$ cat src/rtl/cal_pkg.sv
package cal_pkg;

  typedef struct packed {
    logic [7:0] cen;
    logic [7:0] yr;
    logic [7:0] mon;
    logic [7:0] dat;
    logic [7:0] dow;
    logic [7:0] hr;
    logic [7:0] mi;
    logic [7:0] se;
  } cal_time_t;

  // add one to a packed BCD byte (no range limit)
  function automatic logic [7:0] bcd_step(input logic [7:0] v);
    if (v[3:0] == 4'd9) return {v[7:4] + 4'd1, 4'd0};
    return {v[7:4], v[3:0] + 4'd1};
  endfunction

  function automatic logic [7:0] bcd_to_bin(input logic [7:0] v);
    return ({4'd0, v[7:4]} * 8'd10) + {4'd0, v[3:0]};
  endfunction

  // last day of the month, in BCD
  function automatic logic [7:0] month_last(input logic [7:0] mon, input logic [7:0] yr);
    logic [7:0] yb;
    yb = bcd_to_bin(yr);
    case (mon)
      8'h02:                      return (yb[1:0] == 2'd0) ? 8'h29 : 8'h28;
      8'h04, 8'h06, 8'h09, 8'h11: return 8'h30;
      default:                    return 8'h31;
    endcase
  endfunction

  // one second forward, full calendar cascade
  function automatic cal_time_t cal_advance(input cal_time_t t);
    cal_time_t r;
    r = t;
    if (t.se != 8'h59) r.se = bcd_step(t.se);
    else begin
      r.se = 8'h00;
      if (t.mi != 8'h59) r.mi = bcd_step(t.mi);
      else begin
        r.mi = 8'h00;
        if (t.hr != 8'h23) r.hr = bcd_step(t.hr);
        else begin
          r.hr  = 8'h00;
          r.dow = (t.dow == 8'h07) ? 8'h01 : bcd_step(t.dow);
          if (t.dat != month_last(t.mon, t.yr)) r.dat = bcd_step(t.dat);
          else begin
            r.dat = 8'h01;
            if (t.mon != 8'h12) r.mon = bcd_step(t.mon);
            else begin
              r.mon = 8'h01;
              if (t.yr != 8'h99) r.yr = bcd_step(t.yr);
              else begin
                r.yr  = 8'h00;
                r.cen = (t.cen == 8'h99) ? 8'h00 : bcd_step(t.cen);
              end
            end
          end
        end
      end
    end
    return r;
  endfunction

endpackage

$ cat src/rtl/cal_counter.sv
module cal_counter
  import cal_pkg::*;
#(
  parameter logic [63:0] RST_TIME = 64'h2000_0101_0100_0000
) (
  input  logic      clk,
  input  logic      rst_n,
  input  logic      tick_en,
  input  logic      load_en,
  input  cal_time_t load_val,
  output cal_time_t cnt_o,
  output cal_time_t nxt_o,
  output logic      adv_o
);

  cal_time_t cnt_q;

  // a commit takes priority over a tick in the same cycle
  assign adv_o = tick_en && !load_en;
  assign nxt_o = cal_advance(cnt_q);
  assign cnt_o = cnt_q;

  always_ff @(posedge clk) begin
    if (!rst_n)       cnt_q <= cal_time_t'(RST_TIME);
    else if (load_en) cnt_q <= load_val;
    else if (adv_o)   cnt_q <= nxt_o;
  end

endmodule

$ cat src/rtl/cal_regbank.sv
module cal_regbank #(
  parameter int          ADDR_W   = 4,
  parameter int          NBYTES   = 8,
  parameter logic [63:0] RST_TIME = 64'h2000_0101_0100_0000
) (
  input  logic              clk,
  input  logic              rst_n,
  input  logic              bus_we,
  input  logic [ADDR_W-1:0] bus_addr,
  input  logic [7:0]        bus_wdata,
  output logic [7:0]        bus_rdata,
  input  logic [8*NBYTES-1:0] nxt_i,
  input  logic              adv_i,
  output logic [8*NBYTES-1:0] shd_o,
  output logic              load_o,
  output logic              stop_o,
  output logic              halt_o,
  output logic              refresh_o
);

  localparam logic [ADDR_W-1:0] CTL_ADDR = '0;
  localparam int                TOP_ADDR = NBYTES;

  logic                set_q, frz_q, stop_q;
  logic [8*NBYTES-1:0] shd_q;
  logic                ctl_wr;

  assign ctl_wr    = bus_we && (bus_addr == CTL_ADDR);
  assign load_o    = ctl_wr && set_q && !bus_wdata[7];
  assign halt_o    = set_q || frz_q;
  assign refresh_o = adv_i && !halt_o;
  assign stop_o    = stop_q;
  assign shd_o     = shd_q;

  always_ff @(posedge clk) begin
    if (!rst_n) begin
      set_q  <= 1'b0;
      frz_q  <= 1'b0;
      stop_q <= 1'b0;
    end else begin
      if (ctl_wr) begin
        set_q <= bus_wdata[7];
        frz_q <= bus_wdata[6];
      end
      if (bus_we && (bus_addr == ADDR_W'(1))) stop_q <= bus_wdata[7];
    end
  end

  // one register per shadow byte; the refresh wins over a bus write
  for (genvar g = 0; g < NBYTES; g++) begin : g_byte
    localparam logic [ADDR_W-1:0] BADDR = ADDR_W'(g + 1);
    logic [7:0] wval;
    assign wval = (g == 0) ? {1'b0, bus_wdata[6:0]} : bus_wdata;
    always_ff @(posedge clk) begin
      if (!rst_n)                             shd_q[g*8 +: 8] <= RST_TIME[g*8 +: 8];
      else if (refresh_o)                     shd_q[g*8 +: 8] <= nxt_i[g*8 +: 8];
      else if (bus_we && (bus_addr == BADDR)) shd_q[g*8 +: 8] <= wval;
    end
  end

  always_comb begin
    bus_rdata = 8'h00;
    if (bus_addr == CTL_ADDR) begin
      bus_rdata = {set_q, frz_q, 6'b0};
    end else if (int'(bus_addr) <= TOP_ADDR) begin
      bus_rdata = shd_q[(int'(bus_addr) - 1) * 8 +: 8];
      if (bus_addr == ADDR_W'(1)) bus_rdata[7] = stop_q;
    end
  end

endmodule

$ cat src/rtl/bcd_calendar_clock.sv
module bcd_calendar_clock
  import cal_pkg::*;
#(
  parameter int          ADDR_W   = 4,
  parameter logic [63:0] RST_TIME = 64'h2000_0101_0100_0000
) (
  input  logic              clk,
  input  logic              rst_n,
  input  logic              tick_1hz,
  input  logic              bus_we,
  input  logic [ADDR_W-1:0] bus_addr,
  input  logic [7:0]        bus_wdata,
  output logic [7:0]        bus_rdata
);

  localparam int NBYTES = $bits(cal_time_t) / 8;

  // named internal events, observed by the bound checker
  cal_time_t           cnt, nxt;
  logic [8*NBYTES-1:0] shd;
  logic                adv, load, stop, halted, refresh, tick_en;

  assign tick_en = tick_1hz && !stop;

  cal_counter #(.RST_TIME(RST_TIME)) counter_i (
    .clk      (clk),
    .rst_n    (rst_n),
    .tick_en  (tick_en),
    .load_en  (load),
    .load_val (cal_time_t'(shd)),
    .cnt_o    (cnt),
    .nxt_o    (nxt),
    .adv_o    (adv)
  );

  cal_regbank #(.ADDR_W(ADDR_W), .NBYTES(NBYTES), .RST_TIME(RST_TIME)) regbank_i (
    .clk       (clk),
    .rst_n     (rst_n),
    .bus_we    (bus_we),
    .bus_addr  (bus_addr),
    .bus_wdata (bus_wdata),
    .bus_rdata (bus_rdata),
    .nxt_i     (nxt),
    .adv_i     (adv),
    .shd_o     (shd),
    .load_o    (load),
    .stop_o    (stop),
    .halt_o    (halted),
    .refresh_o (refresh)
  );

endmodule

$ cat config.mk
export PLATFORM = sky130hd
export DESIGN_NAME = bcd_calendar_clock
export DESIGN_NICKNAME = d
export VERILOG_FILES = /design/src/rtl/cal_pkg.sv /design/src/rtl/cal_counter.sv /design/src/rtl/cal_regbank.sv /design/src/rtl/bcd_calendar_clock.sv
export SDC_FILE = /design/constraint.sdc
export NUM_CORES = 1
export LEC_CHECK = 0
export BUFFER_PORTS_ARGS = -buffer_cell sky130_fd_sc_hd__buf_4
export CORE_ASPECT_RATIO = 0.9
export CORE_UTILIZATION = 60
export DETAILED_ROUTE_END_ITERATION = 8
export GPL_TIMING_DRIVEN = 0
export PLACE_DENSITY = 0.77
export SLEW_MARGIN = 30
export SYNTH_ARGS = -nofsm -noshare
export SYNTH_HDL_FRONTEND = slang
export SYNTH_SLANG_ARGS = --single-unit
$ cat constraint.sdc
create_clock -name clk -period 13.89 [get_ports clk]
set_clock_uncertainty 0.05 [all_clocks]
set_input_delay 2.778 -clock clk [delete_from_list [all_inputs] [get_ports clk]]
set_output_delay 2.778 -clock clk [all_outputs]
set_load 0.01 [all_outputs]
==> impl_metrics.yaml <==
outcome:
  status: "complete, no violations"
global_route:
  gr-total-overflow: 0
  grt_max_degree: 17
  grt_pass1_wl_um: 49300
  first_global_vias: 8342
  grt_usage_pct: 44.7
  antenna_found_initial: 0
yosys:
  syn_nets: 1124
  yosysTopAreaCellShare_pct: 29.7
  ys_seq_area_share_pct: 29.7
  yosys_register_bits: 131
  synth_area_mm2: 0.00882
  synth.avg_cell_area_um2: 8.21
  synth-edff-count: 0
  synth_ff_type: "dfxtp_1"
  synth_cell_types: 74
  yosys-top-cells-count: "131 x dfxtp_1, 102 x nor2_1, 98 x o21ai_0, 84 x nand2_1, 71 x clkbuf_1"
  synthCells: 1074
  synth_most_common_cell: "dfxtp_1"
  synthArstFlopShare_pct: 0
  yosys_warnings: 0
  synth.area.top_cells: "dfxtp_1 30%, mux2i_1 7.3%, o21ai_0 5.6%"
  synth_top_area_cell: "dfxtp_1"
cts:
  clock_latency_ns: 0.44
  cts.sinks: 131
  h-tree-depth: 4
  cts_made_buffers: 17
  postCtsSetupBuffers: 0
  clk_pin_slew_ns: 0.06
  hold_buffers: 0
  cts_tree: "done"
  clk_path_buf_depth: 2
  cts-root-buf: "clkbuf_16"
  ctsResizeCount: 0
routing:
  first_iter_violations: 1453
  num_vias: 9304
  drc_errors: 0
  finalWirelength_um: 33000
  firstDrtPassIters: 6
  viasPerCell: 7.04
  wire_per_inst_um: 24.9
  ant_nets: 0
critical_path:
  cp-end-kind: "output pin"
  path_class: "input port to output pin"
  cp.required_ns: 11.06
  worst_setup_path_start_kind: "input port"
  arrival_ns: 6.74
  crit_fanout: 10
timing:
  hold_viol_final: 0
  final-setup-viol-count: 0
  period_minus_slack_ns: 9.57
  maxSlewHeadroom_pct: 35.3
  clock.fmax_mhz: 105
  slew_viol_final: 0
  final.period_utilization_pct: 68.9
  rsz0062_at_grt: "false"
  worst_pin_slew_ns: 0.970
  timing.setup.tns_ns: 0
floorplan:
  die_w_um: 130
  core_mm2: 0.0142
  die-area_mm2: 0.0152
  io_pins: 24
  die_y_um: 117
  initial_core_util_pct: 62.3
  rows: 41
placement:
  portBuffers: 21
  gp_congestion: 1.02
  dp.final_hpwl_um: 23100
  dpl.cell_count: 1289
power_and_ir_drop:
  p_comb_share_pct: 11.5
  p_int_mw: 0.768
  sw_frac_of_total_pct: 26.6
  seqPwrFrac_pct: 38.9
  ir_worst_vdd_mv: 0.0831
  power_density_mw_per_mm2: 106
  clockPowerShare_pct: 49.5
  leakagePower_nw: 3.62
  switchingPower_mw: 0.279
final_layout:
  nFillCells: 1192
  syn_to_final_growth_pct: 12.3
  drive_gt1_share_pct: 11.2
  nets: 1165
  stdcell_count: 1322
hold_path:
  hold_class: "register to register"
job:
  timing.max_cap.violations: 0
-- flip-flops by register name, indices dropped and copies added, names as in the netlist --
register	flops
regbank_i.frz_q	1
counter_i.cnt_o	64
regbank_i.shd_o	64
regbank_i.set_q	1
regbank_i.stop_o	1
-- worst max-delay path, cell delays in order --
cell      delay, ns
buf_4          0.10
clkbuf_1       0.58
clkbuf_1       0.46
inv_1          0.13
ha_1           0.30
clkbuf_1       0.39
clkbuf_1       0.56
mux4_2         0.35
mux2_2         0.17
a221oi_1       0.07
o41ai_1        0.62
buf_4          0.24
-- placed cells by master, fill, tap and decap left out, drive strengths merged, types with 7 or more instances in the layout --
cell      n
a21oi    61
nor2b    16
or4       7
o311a     7
clkbuf   95
buf      30
nand3    44
mux2i    64
a311oi    7
mux2     24
a211oi   66
nor3     40
o21ai    99
a221oi    9
a22oi     8
a31oi    28
mux4     16
or3      10
xnor2    11
ha       34
nand4     9
and3b     7
inv      21
dfxtp   131
and3     10
o211ai   15
nor2    102
nand2    85
-- kinds of logic (layout without fill, tap and decap cells) --
family          after synthesis  after routing  share of synthesized area, %
other cells                   0              1                             0
simple gates                359            359                          19.9
xor+xnor                     15             15                          1.49
buf+inv                     106            160                          5.38
flops                       131            131                          29.7
compound gates              325            325                          24.2
mux                         104            104                          14.4
fa+ha+maj                    34             34                          4.82
-- area by class of cell --
cell class	count	area [um2]	area share (%)
Timing Repair Buffer	22	169	1.71
Sequential cell	131	2620	26.5
Inverter	21	78.8	0.796
Clock buffer	20	467	4.71
Antenna cell	1	2.50	0.0253
Multi-Input combinational cell	837	5730	57.8
Buffer	85	395	3.99
Clock inverter	12	203	2.05
Tap cell	193	241	2.44
-- worst paths after layout --
check                           start                  end  slack [ns]  depth (start not counted)
hold reg to reg    regbank_i.shd_o[3]   counter_i.cnt_o[3]        0.43                          2
hold / removal     regbank_i.shd_o[3]   counter_i.cnt_o[3]        0.43                          2
setup reg to reg  counter_i.cnt_o[12]  counter_i.cnt_o[29]       10.17                          9
setup / recovery          bus_addr[0]         bus_rdata[7]        4.32                         12
-- routing by layer --
metal  up-vias  wire length [um]  track usage (%)
met5         -                 0                0
met4         0              1610             22.9
met3       146              5030             13.8
met2       734             13200             63.4
met1      4326             13200             61.0
li1       4098                 -                -
-- per-stage QoR --
stage	total power, mW	setup WS, ns	area, um2	utilization (%)	hold slack, ns
after global routing	1.06	4.03	9900	69.9	0.445
after global placement	0.526	4.33	9220	65.1	0.415
after floorplan	0.482	5.22	8820	-	0.387
after detailed placement	0.528	4.33	9230	65.2	0.429
final	1.05	4.32	9900	70.0	0.431
after CTS	1.03	4.33	9900	69.9	0.427
-- power groups by stage --
stage               Combinational, mW  Clock [mW]  Sequential, mW
detailed placement              0.114           0           0.414
global placement                0.113           0           0.413
finish                          0.121       0.519           0.408
CTS                             0.115       0.512           0.406
floorplan                      0.0758           0           0.407
global route                    0.127       0.528           0.408
Note: power is estimated with default switching activity, not from simulation.
